### config.mk
export PLATFORM = sky130hd
export DESIGN_NAME = intr_src_gate
export DESIGN_NICKNAME = d
export VERILOG_FILES = /design/src/rtl/intr_gate_pkg.sv /design/src/rtl/intr_gate_wrdec.sv /design/src/rtl/intr_gate_rdmux.sv /design/src/rtl/intr_gate_src.sv /design/src/rtl/intr_src_gate.sv
export SDC_FILE = /design/constraint.sdc
export NUM_CORES = 1
export LEC_CHECK = 0
export ABC_AREA = 1
export CORE_ASPECT_RATIO = 1.5
export CORE_MARGIN = 3
export CORE_UTILIZATION = 40
export CTS_CLUSTER_SIZE = 14
export DETAILED_ROUTE_END_ITERATION = 8
export GPL_TIMING_DRIVEN = 1
export PLACE_DENSITY_LB_ADDON = 0.3
export SETUP_SLACK_MARGIN = 0.5
export SLEW_MARGIN = 15
export SYNTH_ARGS = -nofsm -noshare
export SYNTH_HDL_FRONTEND = slang
export SYNTH_SLANG_ARGS = --single-unit
### constraint.sdc
create_clock -name clk -period 3.8 [get_ports clk]
set_input_delay 0.76 -clock clk [delete_from_list [all_inputs] [get_ports clk]]
set_output_delay 0.76 -clock clk [all_outputs]
set_load 0.01 [all_outputs]
### src/rtl/intr_gate_pkg.sv
package intr_gate_pkg;

    localparam int CFG_W        = 32;
    localparam int MASK_BIT     = 31;
    localparam int ACT_BIT      = 30;
    localparam int SENSE_BIT    = 22;
    localparam int PRIO_LSB     = 16;
    localparam int PRIO_W       = 5;
    localparam logic [CFG_W-1:0] CFG_RESET  = 32'hA000_0000;
    localparam logic [CFG_W-1:0] DEST_HI    = 32'hC000_0000;

    typedef struct packed {
        logic [CFG_W-1:0] cfg;
        logic [CFG_W-1:0] dest;
        logic             pend;
        logic             in_q;
    } gate_state_t;

endpackage

### src/rtl/intr_gate_wrdec.sv
module intr_gate_wrdec #(
    parameter int NUM_SRC = 4,
    localparam int IDX_W  = (NUM_SRC > 1) ? $clog2(NUM_SRC) : 1,
    localparam int ADDR_W = IDX_W + 1
) (
    input  logic               wr_en,
    input  logic [ADDR_W-1:0]  addr,
    output logic [NUM_SRC-1:0] wr_cfg,
    output logic [NUM_SRC-1:0] wr_dest
);

    logic [IDX_W-1:0] idx;
    assign idx = addr[ADDR_W-1:1];

    generate
        for (genvar g = 0; g < NUM_SRC; g++) begin : g_dec
            logic hit;
            assign hit        = wr_en && (idx == IDX_W'(g));
            assign wr_cfg[g]  = hit && !addr[0];
            assign wr_dest[g] = hit &&  addr[0];
        end
    endgenerate

endmodule

### src/rtl/intr_gate_rdmux.sv
module intr_gate_rdmux #(
    parameter int NUM_SRC = 4,
    localparam int IDX_W  = (NUM_SRC > 1) ? $clog2(NUM_SRC) : 1,
    localparam int ADDR_W = IDX_W + 1
) (
    input  logic [ADDR_W-1:0]     addr,
    input  logic [NUM_SRC*32-1:0] cfg_flat,
    input  logic [NUM_SRC*32-1:0] dest_flat,
    output logic [31:0]           rdata
);

    logic [IDX_W-1:0] idx;
    assign idx = addr[ADDR_W-1:1];

    always_comb begin
        rdata = '0;
        for (int i = 0; i < NUM_SRC; i++) begin
            if (idx == IDX_W'(i)) begin
                rdata = addr[0] ? dest_flat[i*32 +: 32] : cfg_flat[i*32 +: 32];
            end
        end
    end

endmodule

### src/rtl/intr_gate_src.sv
module intr_gate_src
    import intr_gate_pkg::*;
#(
    parameter int NUM_DST = 2,
    parameter int VEC_W   = 8,
    localparam logic [CFG_W-1:0] DEST_KEEP = DEST_HI | CFG_W'((64'd1 << NUM_DST) - 64'd1)
) (
    input  logic               clk,
    input  logic               rst_n,
    input  logic               irq_in,
    input  logic               ack_clr,
    input  logic               wr_cfg,
    input  logic               wr_dest,
    input  logic [CFG_W-1:0]   wdata,
    output logic [CFG_W-1:0]   cfg_o,
    output logic [CFG_W-1:0]   dest_o,
    output logic               deliver,
    output logic [PRIO_W-1:0]  prio,
    output logic [VEC_W-1:0]   vec,
    output logic [NUM_DST-1:0] dest_mask
);

    gate_state_t s_d, s_q;

    logic level, rise, eligible, act;

    always_comb begin
        s_d      = s_q;
        level    = s_q.cfg[SENSE_BIT];
        rise     = irq_in && !s_q.in_q;
        eligible = s_q.pend
                && !s_q.cfg[MASK_BIT]
                && (s_q.cfg[PRIO_LSB +: PRIO_W] != '0)
                && !s_q.cfg[ACT_BIT]
                && (s_q.dest != '0);

        s_d.in_q = irq_in;

        act = s_q.cfg[ACT_BIT];
        if (ack_clr)          act = 1'b0;
        if (eligible)         act = 1'b1;
        if (level && !irq_in) act = 1'b0;

        if (level) s_d.pend = irq_in;
        else       s_d.pend = (s_q.pend && !eligible) || rise;

        if (wr_cfg) s_d.cfg = wdata;
        s_d.cfg[ACT_BIT] = act;

        if (wr_dest) s_d.dest = wdata & DEST_KEEP;
    end

    always_ff @(posedge clk or negedge rst_n) begin
        if (!rst_n) begin
            s_q.cfg  <= CFG_RESET;
            s_q.dest <= '0;
            s_q.pend <= 1'b0;
            s_q.in_q <= 1'b0;
        end else begin
            s_q <= s_d;
        end
    end

    assign cfg_o     = s_q.cfg;
    assign dest_o    = s_q.dest;
    assign deliver   = eligible;
    assign prio      = s_q.cfg[PRIO_LSB +: PRIO_W];
    assign vec       = s_q.cfg[VEC_W-1:0];
    assign dest_mask = s_q.dest[NUM_DST-1:0];

endmodule

### src/rtl/intr_src_gate.sv
module intr_src_gate
    import intr_gate_pkg::*;
#(
    parameter int NUM_SRC = 4,
    parameter int NUM_DST = 2,
    parameter int VEC_W   = 8,
    localparam int IDX_W  = (NUM_SRC > 1) ? $clog2(NUM_SRC) : 1,
    localparam int ADDR_W = IDX_W + 1
) (
    input  logic                       clk,
    input  logic                       rst_n,
    input  logic [NUM_SRC-1:0]         irq_in,
    input  logic [NUM_SRC-1:0]         ack_clr,
    input  logic                       reg_wr,
    input  logic [ADDR_W-1:0]          reg_addr,
    input  logic [31:0]                reg_wdata,
    output logic [31:0]                reg_rdata,
    output logic [NUM_SRC-1:0]         deliver,
    output logic [NUM_SRC*PRIO_W-1:0]  dlv_prio,
    output logic [NUM_SRC*VEC_W-1:0]   dlv_vec,
    output logic [NUM_SRC*NUM_DST-1:0] dlv_dest
);

    logic [NUM_SRC-1:0]    wr_cfg, wr_dest;
    logic [NUM_SRC*32-1:0] cfg_flat, dest_flat;

    intr_gate_wrdec #(.NUM_SRC(NUM_SRC)) u_wrdec (
        .wr_en   (reg_wr),
        .addr    (reg_addr),
        .wr_cfg  (wr_cfg),
        .wr_dest (wr_dest)
    );

    generate
        for (genvar g = 0; g < NUM_SRC; g++) begin : g_src
            intr_gate_src #(.NUM_DST(NUM_DST), .VEC_W(VEC_W)) u_src (
                .clk       (clk),
                .rst_n     (rst_n),
                .irq_in    (irq_in[g]),
                .ack_clr   (ack_clr[g]),
                .wr_cfg    (wr_cfg[g]),
                .wr_dest   (wr_dest[g]),
                .wdata     (reg_wdata),
                .cfg_o     (cfg_flat[g*32 +: 32]),
                .dest_o    (dest_flat[g*32 +: 32]),
                .deliver   (deliver[g]),
                .prio      (dlv_prio[g*PRIO_W +: PRIO_W]),
                .vec       (dlv_vec[g*VEC_W +: VEC_W]),
                .dest_mask (dlv_dest[g*NUM_DST +: NUM_DST])
            );
        end
    endgenerate

    intr_gate_rdmux #(.NUM_SRC(NUM_SRC)) u_rdmux (
        .addr      (reg_addr),
        .cfg_flat  (cfg_flat),
        .dest_flat (dest_flat),
        .rdata     (reg_rdata)
    );

endmodule

### Word-level counts from Yosys, hierarchy flattened

Cells that the tools add are included.
W data, S select, Z words.

| word-level totals | value |
|---|---|
| input bits | 46 |
| flip-flop bits (word level) | 152 |
| logic and storage cells | 125 |
| output and inout bits | 96 |

| operators by class | value |
|---|---|
| mux-type cells | 24 |
| reductions and logical operators | 78 |
| eq/ne operators | 3 |

Operators with widths:

| cell | count |
|---|---|
| $mux W32 | 8 |
| $reduce_bool A32 Y1 | 4 |
| $logic_and A1 B1 Y1 | 40 |
| $logic_not A1 Y1 | 21 |
| $reduce_bool A5 Y1 | 4 |
| $mux W1 | 16 |
| $reduce_bool A3 Y1 | 4 |
| $eq A2 B2 Y1 const B | 2 |
| $logic_or A1 B1 Y1 | 4 |
| $eq A2 B1 Y1 const B | 1 |
| $logic_not A2 Y1 | 1 |

### Depth between registers and ports, before layout

| logic depth | value |
|---|---|
| depth in word-level cells | 9 |
| gate-level depth with buffers | 9 |

### Hierarchy

From an unflattened synthesis, not the netlist that was laid out.

| second synthesis, totals | value |
|---|---|
| cell total of the unflattened synthesis | 1392 |
| area total of the unflattened synthesis | 11463.5 um2 |

By module, submodules not included:

| module | cells an instance | seq. area each (um2) | instances | area an instance (um2) |
|---|---|---|---|---|
| intr_gate_src | 183 | 953.4 | 4 | 2179.6 |
| intr_gate_rdmux | 644 | 0.0 | 1 | 2681.3 |
| intr_gate_wrdec | 16 | 0.0 | 1 | 63.8 |

### Least setup slack after synthesis

OpenSTA, ideal clock, no wires.

| timing | value |
|---|---|
| kind | input -> output |
| start | in reg_addr[0] |
| end | out reg_rdata[10] |
| path buffers | 3 |
| arrival time | 1732 ps |
| setup slack | 1308 ps |
| data required time | 3040 ps |
| cell stages on the path | 6 |
| path through | buf_2 inv_2 buf_2 clkbuf_1 o21ai_0 a31oi_1 |

| between the ends | value |
|---|---|
| longest elaborated chain between the ends | 5 |
| elaborated cells between the ends (all ways) | 8 |

Ends and longest elaborated chain:

| what | RTL line | source |
|---|---|---|
| start: declaration | intr_src_gate.sv:15 | `input logic [ADDR_W-1:0] reg_addr,` |
| $mux W32 | intr_gate_rdmux.sv:19 | `rdata = addr[0] ? dest_flat[i*32 +: 32] : cfg_flat[i*32 +: 32];` |
| $mux W32 (3 in series) | intr_gate_rdmux.sv:18 | `if (idx == IDX_W'(i)) begin` |
| $mux W32 (*) | intr_gate_rdmux.sv:18 |  |
| end: declaration | intr_src_gate.sv:17 | `output logic [31:0] reg_rdata,` |

Mark *: on every way between the ends. The rest lies on a longest branch, timed or not.

### Final worst setup path

| timing | value |
|---|---|
| start | in reg_addr[0] |
| end | out reg_rdata[8] |

Same word-level chain as after synthesis.

==> metrics <==
status complete, no violations; switching part of the total 29.8%; Worst R2R Setup Slack 2.68 ns; Clock Power Share 31.7%; Critical Path Fanout Max 10; crit path time final 3.23 ns; worst path arrival time 2.47 ns; Slew HR 46.0%; Slew Viols, Final 0; Clock H-tree levels 4; critical path's slowest cell clkdlybuf4s50_1; Max Freq 309 MHz; synth warn 0; Power Total 4.94 mW; post-synth net total 923; worst path required time 3.04 ns; gpl congestion 0.806; fin util 52.5%; final clock skew 0.00927 ns; core area 0.0176 mm2; period utilization 85.1%; total negative slack 0 ns; GRT Util Overall 21.6%; DRC viols 0; P_int 3.47 mW; Clock Latency Late Sink 0.42 ns; finished layout cell area 0.00922 mm2; WL/cell 17.2 um; Final Hold Viols 0; I/O Buffers 141; Crit path largest cell delay 0.61 ns; global-route wire length before repair 32900 um; placed insts 1144; vias after detailed routing 6142; Vert. Die Dim 171 um; EDFF count, synth 0; nets@finish 1005; largest net degree at the start of global routing 88; vias in the first global route 6161; Setup-failing EPs final 0; synthesized area 0.00728 mm2; Switch Pwr 1.47 mW; Starting Density 41.4%; r2r endpoint g_src[1].u_src.cfg_o[30]$_DFFE_PN0P_; Finished Layout Cells 1187; Clock Pin Slew Worst Setup and Hold Paths 0.06 ns; met2 GRT Util 36.5%; RR Startpoint g_src[1].u_src.cfg_o[16]$_DFFE_PN0P_; Post-CTS Hold Fix Bufs 0; ys async rst share 100%; CTS Buf Count 17; worst hold path class primary input to async pin; via/cell ratio 5.17; combinational share of power 23.8%; Worst Setup SP reg_addr[0]; Mapped Cells 877; Lkg Pwr 4.34 nW; pre-CTS WS 0.142 ns; pwr/cell area 536 mW/mm2; FP Rows 59; Peak VDD IR 289 uV; dpl hpwl 14000 um; die area 0.0199 mm2; M3 GR Usage 4.79%; CTS tree built; Layout area overhead 26.7%; Crit Path Category primary input to output port; worst-path cell chain clkdlybuf4s50_1 -> inv_4 -> buf_12 -> o21ai_0 -> a31oi_1 -> clkdlybuf4s50_1; Worst Setup End Kind output port; I/O pin count 142; RSZ-0062 raised after global routing yes; top-area cell type share of the netlist area 49.5%; most common cell in the netlist nand2_1; Reg power frac 44.5%; CP most frequent cell clkdlybuf4s50_1; initial antenna violation count 2; 1st-pass router iterations 5; WL final 20400 um; Max Cap Viol 0; met1 usage 26.8%; synthesized area per cell 8.30 um2; synthesis-stage register bit count 152; Area contributors post-synth dfrtp_1 50%, nand2_1 12%, o21ai_1 8.9%, buf_4 6.6%, o21ai_0 3.7%; Die W 116 um; total gr overflow 0; dpl cell area 0.00853 mm2; hold slack 0.402 ns; Yosys cell types 22; sequential cell area fraction in the yosys report 52.4%; Reg2Reg Depth 4; worst-margin pin slew 0.811 ns; fraction of layout cells with a size suffix above 1 9.47%; most common flop cell mapped by yosys dfrtp_1; CTS root buffer clkbuf_16; smallest setup slack after layout 0.565 ns; Max Root-Sink Buffers 2; DRT antenna net count 0; # clock sinks 152; CP Launch Type primary input; initial DRC count 373; top cells by count, synth 226 x nand2_1, 144 x dfrtp_1, 129 x o21ai_1, 64 x buf_4, 60 x inv_1; GRT Max-Usage Layer met2; post-synth top area cell dfrtp_1
==> cell type report <==
class | count | area [um2]
Tap cell | 213 | 267
Fill cell | 1693 | 8350
Multi-Input combinational cell | 548 | 2540
Sequential cell | 152 | 3810
Clock buffer | 23 | 468
Timing Repair Buffer | 175 | 1810
Clock inverter | 9 | 75.1
Inverter | 65 | 248
Antenna cell | 2 | 5.00
==> placed cells by master (no fill, tap or decap), types with 8 or more instances in the layout <==
cell,n
buf_12,9
clkdlybuf4s50_1,128
o211ai_1,8
dfstp_2,8
o21ai_1,129
o21ai_0,54
inv_1,60
nand2_1,225
a31oi_1,18
nand3_1,48
nor2_1,32
buf_4,23
clkbuf_16,17
dlymetal6s2s_1,9
nand4_1,12
dfrtp_1,144
==> power by group through the flow <==
| stage | Combinational [mW] | Clock, mW | Sequential [mW] |
|---|---|---|---|
| finish | 1.17 | 1.57 | 2.20 |
| global route | 1.32 | 1.66 | 2.24 |
| CTS | 1.20 | 1.60 | 2.20 |
| detailed placement | 1.18 | 0 | 2.22 |
| global placement | 1.16 | 0 | 2.22 |
| floorplan | 0.786 | 0 | 2.13 |
==> registers in the layout, summed over array words and instances, names as in the netlist <==
name / flops
g_src.u_src.cfg_o: 128
g_src.u_src.s_q: 8
g_src.u_src.dest_o: 16
==> per-layer routing <==
layer / part of all wire [%] / up-vias
met5: 0 / -
li1: - / 2985
met3: 5.2 / 32
met2: 52 / 196
met4: 2.2 / 0
met1: 41 / 2929
==> how the worst max path moves through the flow <==
stage,to,slack [ns]
2_1_floorplan,reg_rdata[10],1.31
3_3_place_gp,reg_rdata[30],0.19
3_5_place_dp,reg_rdata[30],0.14
4_1_cts,reg_rdata[24],0.54
5_1_grt,reg_rdata[30],0.49
6_report,reg_rdata[8],0.57
==> worst max-delay path: cells and delay by family <==
family                 cells  cell delay, ns
AOI/OAI and AO/OA          2            0.37
buffers and inverters      4            1.34
==> what timing repair did <==
action                                  4_1_cts  5_1_grt
resized for setup                             7       11
buffers inserted                              9        0
pin swaps                                     2        0
endpoints found under the setup margin       32       16
==> cell families (layout without fill, tap and decap cells) <==
kind of cell	count (synthesis)	count (layout)	share of synthesized area, %
AOI/OAI and AO/OA	215	215	15.4
buffers and inverters	177	272	13.0
DFF	152	152	52.4
other	0	2	0
and+or+nand+nor	333	333	19.2
Note: power is estimated with default switching activity, not from simulation.
